<file path="config.mk">
export PLATFORM = sky130hd
export DESIGN_NAME = clkpwr_seq
export DESIGN_NICKNAME = d
export VERILOG_FILES = /design/src/rtl/clkpwr_pkg.sv /design/src/rtl/clkpwr_div.sv /design/src/rtl/clkpwr_decode.sv /design/src/rtl/clkpwr_mute.sv /design/src/rtl/clkpwr_seq.sv
export SDC_FILE = /design/constraint.sdc
export NUM_CORES = 1
export LEC_CHECK = 0
export BUFFER_PORTS_ARGS = -buffer_cell sky130_fd_sc_hd__buf_2
export CAP_MARGIN = 20
export CORE_UTILIZATION = 52
export DETAILED_ROUTE_END_ITERATION = 8
export GPL_TIMING_DRIVEN = 0
export HOLD_SLACK_MARGIN = 0.03
export MAX_ROUTING_LAYER = met4
export PLACE_DENSITY_LB_ADDON = 0.12
export SYNTH_ARGS = -nofsm -noshare
export SYNTH_HDL_FRONTEND = slang
export SYNTH_SLANG_ARGS = --single-unit
</file>
<file path="constraint.sdc">
create_clock -name clk_sys -period 1.8 [get_ports clk_sys]
set_input_delay 0.09 -clock clk_sys [delete_from_list [all_inputs] [get_ports clk_sys]]
set_output_delay 0.09 -clock clk_sys [all_outputs]
set_load 0.03 [all_outputs]
</file>
<file path="src/rtl/clkpwr_pkg.sv">
package clkpwr_pkg;
  typedef enum logic [1:0] {
    LVL_LOW  = 2'd0,
    LVL_MID  = 2'd1,
    LVL_HIGH = 2'd2,
    LVL_RSVD = 2'd3
  } lvl_t;

  localparam int unsigned MOD_RATIO    = 128;
  localparam int unsigned SYS_RATIO_LO = 256;
  localparam int unsigned SYS_RATIO_HI = 384;
  localparam int unsigned DIV_LO       = SYS_RATIO_LO / MOD_RATIO;
  localparam int unsigned DIV_HI       = SYS_RATIO_HI / MOD_RATIO;
  localparam int unsigned DIV_W        = $clog2(DIV_HI);

  typedef struct packed {
    logic pdn;
    logic gain;
    logic msbj;
    logic tmode;
  } mode_t;
endpackage

</file>
<file path="src/rtl/clkpwr_div.sv">
module clkpwr_div
  import clkpwr_pkg::*;
(
  input  logic clk_sys,
  input  logic rst_n,
  input  logic ratio_sel,
  output logic ce
);
  logic [DIV_W-1:0] cnt_q;
  logic [DIV_W-1:0] last;

  assign last = ratio_sel ? DIV_W'(DIV_HI - 1) : DIV_W'(DIV_LO - 1);

  always_ff @(posedge clk_sys or negedge rst_n) begin
    if (!rst_n)              cnt_q <= '0;
    else if (cnt_q >= last)  cnt_q <= '0;
    else                     cnt_q <= cnt_q + 1'b1;
  end

  assign ce = (cnt_q == last);
endmodule

</file>
<file path="src/rtl/clkpwr_decode.sv">
module clkpwr_decode
  import clkpwr_pkg::*;
(
  input  logic       clk_sys,
  input  logic       rst_n,
  input  logic [1:0] pwr_lvl,
  input  logic [1:0] fmt_lvl,
  output mode_t      mode
);
  mode_t nxt;

  always_comb begin
    nxt = '0;
    unique case (lvl_t'(pwr_lvl))
      LVL_LOW:  nxt.pdn  = 1'b1;
      LVL_HIGH: nxt.gain = 1'b1;
      default:  nxt.gain = 1'b0;
    endcase
    unique case (lvl_t'(fmt_lvl))
      LVL_LOW:  nxt.msbj  = 1'b0;
      LVL_HIGH: nxt.msbj  = 1'b1;
      default:  nxt.tmode = 1'b1;
    endcase
  end

  always_ff @(posedge clk_sys or negedge rst_n) begin
    if (!rst_n) begin
      mode      <= '0;
      mode.pdn  <= 1'b1;
    end else begin
      mode      <= nxt;
    end
  end
endmodule

</file>
<file path="src/rtl/clkpwr_mute.sv">
module clkpwr_mute #(
  parameter int unsigned MUTE_SAMPLES = 12288,
  parameter int unsigned SYNC_STAGES  = 2
) (
  input  logic clk_sys,
  input  logic rst_n,
  input  logic pdn,
  input  logic ws_in,
  output logic mute
);
  localparam int unsigned CNT_W = $clog2(MUTE_SAMPLES + 1);
  localparam logic [CNT_W-1:0] CNT_END = CNT_W'(MUTE_SAMPLES);

  logic [SYNC_STAGES-1:0] sync_q;
  logic                   ws_prev_q;
  logic                   ws_rise;
  logic [CNT_W-1:0]       cnt_q;

  for (genvar g = 0; g < SYNC_STAGES; g++) begin : g_sync
    always_ff @(posedge clk_sys or negedge rst_n) begin
      if (!rst_n)  sync_q[g] <= 1'b0;
      else         sync_q[g] <= (g == 0) ? ws_in : sync_q[(g == 0) ? 0 : g - 1];
    end
  end

  always_ff @(posedge clk_sys or negedge rst_n) begin
    if (!rst_n)  ws_prev_q <= 1'b0;
    else         ws_prev_q <= sync_q[SYNC_STAGES-1];
  end

  assign ws_rise = sync_q[SYNC_STAGES-1] & ~ws_prev_q;

  always_ff @(posedge clk_sys or negedge rst_n) begin
    if (!rst_n)                          cnt_q <= '0;
    else if (pdn)                        cnt_q <= '0;
    else if (ws_rise && cnt_q != CNT_END) cnt_q <= cnt_q + 1'b1;
  end

  assign mute = pdn | (cnt_q != CNT_END);
endmodule

</file>
<file path="src/rtl/clkpwr_seq.sv">
module clkpwr_seq
  import clkpwr_pkg::*;
#(
  parameter int unsigned MUTE_SAMPLES = 12288,
  parameter int unsigned SYNC_STAGES  = 2
) (
  input  logic       clk_sys,
  input  logic       rst_n,
  input  logic       ratio_sel,
  input  logic [1:0] pwr_lvl,
  input  logic [1:0] fmt_lvl,
  input  logic       ws_in,
  output logic       mod_ce,
  output logic       pwr_down,
  output logic       gain_hi,
  output logic       fmt_msbj,
  output logic       test_mode,
  output logic       mute
);
  mode_t mode;

  clkpwr_div u_div (
    .clk_sys   (clk_sys),
    .rst_n     (rst_n),
    .ratio_sel (ratio_sel),
    .ce        (mod_ce)
  );

  clkpwr_decode u_dec (
    .clk_sys (clk_sys),
    .rst_n   (rst_n),
    .pwr_lvl (pwr_lvl),
    .fmt_lvl (fmt_lvl),
    .mode    (mode)
  );

  clkpwr_mute #(
    .MUTE_SAMPLES (MUTE_SAMPLES),
    .SYNC_STAGES  (SYNC_STAGES)
  ) u_mute (
    .clk_sys (clk_sys),
    .rst_n   (rst_n),
    .pdn     (mode.pdn),
    .ws_in   (ws_in),
    .mute    (mute)
  );

  assign pwr_down  = mode.pdn;
  assign gain_hi   = mode.gain;
  assign fmt_msbj  = mode.msbj;
  assign test_mode = mode.tmode;
endmodule

</file>
# After elaboration in Yosys (flattened, before gate mapping)
# Index checks and enable logic that the tools add are counted.
# word_totals
register_bits,23
latchBits,0
ramBits,0
mem_bits_ro,0
out_inout_bits,6
word_cells,32
mem_count,0
# op_classes
add_sub_neg,2
mul,0
div_mod_pow,0
n_lt_le_gt_ge,1
n_eq_ne,4
n_shift,0
muxes,8
n_bitwise,3
reduce_logical,5
# op_table
op,count
two-way mux 14 bit,2
"adder 14 x 1 -> 14 bit, second input constant",1
"inequality test 14 bit, second input constant",1
"== test 2 bit, second input constant",2
zero test 2 bit,2
two-way mux 1 bit,4
two-way mux 2 bit,2
"adder 2 x 1 -> 2 bit, second input constant",1
== test 2 bit,1
greater-or-equal comparator 2 bit,1
nonzero test 2 bit,1
OR reduction 2 bit,1
bitwise AND 1 bit,1
logical AND 1 bit,1
NOT 1 bit,1
bitwise OR 1 bit,1

# Logic depth before layout (Yosys ltp)
# depth
word_depth,5
ltp_mapped,5
ltp_nobuf,5

# By module
# From an unflattened synthesis, not the netlist that was laid out.
# hier_totals
hier_cells,104
area_unflattened_um2,1111.1
# by_module_without_submodules
mod,instances,cells_per_inst,area_each_um2
clkpwr_mute,1,84,854.6
clkpwr_decode,1,8,128.9
clkpwr_div,1,12,127.6

# Worst setup path before layout
# No wires, ideal clock.
# synth_path
path_kind,reg-to-output
from,register u_dec.mode[3] (netlist name)
to,output port mute
t_arrival_ns,1.434
required_time_ns,1.710
setup_slack_ns,0.276
path_stages_with_launch,4
path_buffers,2
path_cell_list,dfstp_2 > buf_2 > clkbuf_1 > nand2b_1
# synth_via
elab_chain_cells,1
# synth_rtl
item,line,text
bitwise OR 1 bit,clkpwr_mute.sv:39,assign mute = pdn | (cnt_q != CNT_END);
end: declaration,clkpwr_seq.sv:18,output logic mute
# No other way between the ends.

# Final worst setup path
# layout_path
from,register u_mute.cnt_q[0]
to,output port mute
# layout_via
elab_chain_cells,2
# layout_rtl
item,line,text
start: declaration,clkpwr_mute.sv:17,logic [CNT_W-1:0] cnt_q;
start signal: assignment,clkpwr_mute.sv:36,else if (ws_rise && cnt_q != CNT_END) cnt_q <= cnt_q + 1'b1;
inequality test 14 bit,clkpwr_mute.sv:39,
bitwise OR 1 bit,clkpwr_mute.sv:39,
# No other way between the ends.

==> results.py <==
metrics = {
    "drt": {
        "routedWlPerCell_microns": 15.1,
        "finalWirelength_microns": 2650,
        "routed_via_density": 5.84,
        "vias": 1022,
        "first_pass_iters": 4,
        "drc": 0,
        "drtIter0Drc": 17,
        "ant_nets": 0,
    },
    "worst_setup_path": {
        "rrSetupSlack_ns": 0.12,
        "rr_startpoint": "u_mute.cnt_q[0]",
        "cp-start-kind": "flop",
        "r2r_end": "u_mute.cnt_q[12]",
        "setup.worst_path.start": "u_mute.cnt_q[0]",
        "worstSetupPathType": "flop to output port",
        "worst-path-max-fanout": 3,
        "critPathRequiredTime_ns": 1.71,
        "endpoint_kind": "output port",
        "rr_worst_depth": 5,
        "crit_family": "simple AND/OR/NAND/NOR gates",
        "crit_end": "mute",
        "worst-path-buf-inv": 2,
        "cp.depth": 6,
        "cp_slowest_cell": "dfrtp_2",
        "path_cells": "inv_1, ha_1, nor3b_4, and4_4, nand2b_1, buf_2",
        "max_stage_delay_ns": 0.43,
        "cp.arrival_ns": 1.67,
    },
    "power": {
        "clkPwrFrac": 0.220,
        "p_leak_uw": 0.000679,
        "power_switching_uw": 321,
        "max-vdd-ir-drop_v": 0.000601,
        "pwr-share-comb": 0.253,
        "swShare": 0.294,
        "p_int_uw": 770,
        "p_per_area_nw_per_um2": 729,
        "p_seq_frac": 0.527,
    },
    "placement": {
        "dp.final_hpwl_microns": 1820,
        "portBuffers": 13,
        "gp_congestion": 0.867,
    },
    "logic_synthesis": {
        "muxShareOfSynthArea": 0.0458,
        "synthSimpleGateAreaFrac": 0.304,
        "ys.flop_type": "dfrtp_1",
        "synth_top_family_by_area": "simple AND/OR/NAND/NOR gates",
        "ys_warn_count": 0,
        "synthesis.area_per_instance_sq_um": 10.4,
        "synth_edf_count": 0,
        "ys_seq_elements": 23,
        "synth_compound_area_frac": 0.0835,
        "ys_seq_area_frac": 0.469,
        "yosysTopAreaCell": "dfrtp_1",
        "postSynthNetCount": 131,
        "synthDominantCellAreaShare": 0.448,
        "synthAdderAreaFrac": 0.0509,
        "synth-xor-area-share": 0,
        "synth.distinct_cells": 36,
        "synthArstFlopShare": 1.00,
        "ys_top_cells_by_area": "dfrtp_1, ha_1, mux2_2",
        "syn-cell-area_sq_um": 1230,
        "synthCells": 118,
    },
    "floorplanning": {
        "start_util": 0.555,
        "die_w_microns": 50.6,
        "fp-row-count": 17,
        "die-area_sq_um": 2560,
        "num_io_pins": 14,
        "core_area_sq_um": 2210,
        "die_h_microns": 50.6,
    },
    "global_routing": {
        "antenna_found_initial": 0,
        "track_usage": 0.247,
        "grt_max_degree": 24,
        "grt_pass1_vias": 999,
        "overflow": 0,
        "grt_pass1_wl_microns": 4490,
    },
    "sta": {
        "setup_violations": 0,
        "worst_pin_slew_ns": 0.510,
        "hold_viol_final": 0,
        "setup-tns-final_ns": 0,
        "fin_skew_ns": 0.0112,
        "rsz0062_at_grt": "yes",
        "fin_crit_sh": 0.980,
        "slew_violations": 0,
        "relSlewSlack": 0.660,
        "max_freq_mhz": 567,
        "fin_crit_ns": 1.76,
    },
    "clock_network": {
        "cts_num_sinks": 23,
        "cts-root-buf": "clkbuf_4",
        "cts_made_buffers": 3,
        "path_clk_slew_ns": 0.13,
        "cts_max_path_buffers": 2,
        "clkLatencyLatePin_ns": 0.31,
        "cts_tree": "done",
        "h-tree-depth": 1,
    },
    "finish": {
        "finalNetCount": 161,
        "syn2layout_area_growth_pct": 21.8,
        "drive_above_1_share": 0.279,
        "diodes": 0,
        "final_util": 0.676,
    },
    "worst_hold_path": {
        "hp-class": "primary input to asynchronous set/reset pin",
    },
    "status": {
        "outcome": "finished clean",
    },
    "run": {
        "maxCapViolations": 0,
    },
}
-- power groups by stage --
stage / clock [uW] / sequential [uW] / combinational (uW)
floorplan: 0 / 594 / 137
global placement: 0 / 590 / 194
detailed placement: 0 / 592 / 217
CTS: 246 / 575 / 259
global route: 260 / 580 / 313
finish: 240 / 575 / 276
-- through the flow --
step	total power (uW)	worst slack, ns	hold WS [ns]	instance area (sq um)	std cells
after floorplan	730	0.276	-0.206	1230	118
after global placement	783	0.120	0.0869	1330	159
after detailed placement	809	0.106	0.0916	1330	159
after CTS	1080	0.0161	0.287	1470	172
after global routing	1150	-0.0239	0.310	1500	175
final	1090	0.0369	0.265	1500	175
-- synthesized netlist by cell type, types with 3 or more instances --
library cell	instances
nor4_1	4
nor2b_1	6
nand2b_1	3
inv_1	9
or4_1	3
buf_2	3
or3_1	4
ha_1	5
dfrtp_1	22
o31ai_1	3
a21oi_1	6
nor2_1	8
nand4_1	3
nand3b_1	4
o21ai_0	5
mux2_2	5
-- state kept, by name (all words and copies together) (netlist names) --
register / flops
u_mute.cnt_q: 14
u_mute.ws_prev_q: 1
u_div.cnt_q: 2
u_dec.mode: 4
u_mute.sync_q: 2
-- what timing repair did --
item	in CTS	in global routing
hold buffers	7	0
endpoints found under the hold margin	27	0
pin swaps	0	1
setup buffers	3	3
resized for setup	5	1
endpoints found under the setup margin	1	2
-- routing by layer --
| metal | GRT usage | wire [microns] | vias up |
|---|---|---|---|
| met5 | - | 0 | - |
| met4 | 0.0741 | 31 | 0 |
| met3 | 0.0394 | 71 | 4 |
| met2 | 0.442 | 1400 | 19 |
| met1 | 0.281 | 1140 | 508 |
| li1 | - | - | 491 |
-- final cells by class --
cell class                      instances  area (sq um)
Inverter                                9          33.8
Sequential cell                        23           578
Fill cell                             186           716
Clock buffer                            4          26.3
Timing Repair Buffer                   26           180
Tap cell                               28          35.0
Multi-Input combinational cell         81           624
Buffer                                  4          18.8
-- worst register-to-register path: stages, from the launching register on --
cell and delay, ns:
dfrtp_2 0.38, buf_4 0.13, ha_1 0.19, nand4b_2 0.23, nor4_2 0.28, mux2_2 0.36
-- worst min path at each step --
stage	startpoint	slack, ns	end
after detailed placement	rst_n	0.09	u_mute.cnt_q[2]
after global routing	ratio_sel	0.31	u_div.cnt_q[1]
final	rst_n	0.27	u_mute.cnt_q[1]
after CTS	rst_n	0.29	u_mute.cnt_q[1]
after floorplan	rst_n	-0.21	u_dec.mode[0]
after global placement	rst_n	0.09	u_mute.cnt_q[3]
-- kinds of logic (layout without fill, tap and decap cells) --
| group | after synthesis | after routing |
|---|---|---|
| AO/OA/AOI/OAI | 17 | 17 |
| adder cells (fa/ha/maj) | 5 | 5 |
| buffers and inverters | 14 | 43 |
| flip-flops | 23 | 23 |
| multiplexers | 5 | 5 |
| AND/OR/NAND/NOR | 54 | 54 |
-- cell usage in the layout, fill, tap and decap left out, types with 2 or more instances in the layout --
cell type,Yosys,final
clkbuf_4,0,3
buf_2,3,16
nand3_1,2,2
nand3b_1,4,4
ha_1,5,5
clkbuf_1,2,2
dfrtp_1,22,21
nand2_1,2,2
buf_4,0,6
a21oi_1,6,6
nand2b_1,3,3
or4_1,3,3
nor4_1,4,3
o21ai_0,5,5
nand4_1,3,3
nor4b_1,2,2
inv_1,9,9
or3_1,4,4
mux2_2,5,5
o31ai_1,3,3
nor2_1,8,8
nand4b_1,2,2
nor2b_1,6,6
dlygate4sd3_1,0,7
No activity file was read; power rests on OpenSTA's default activity.
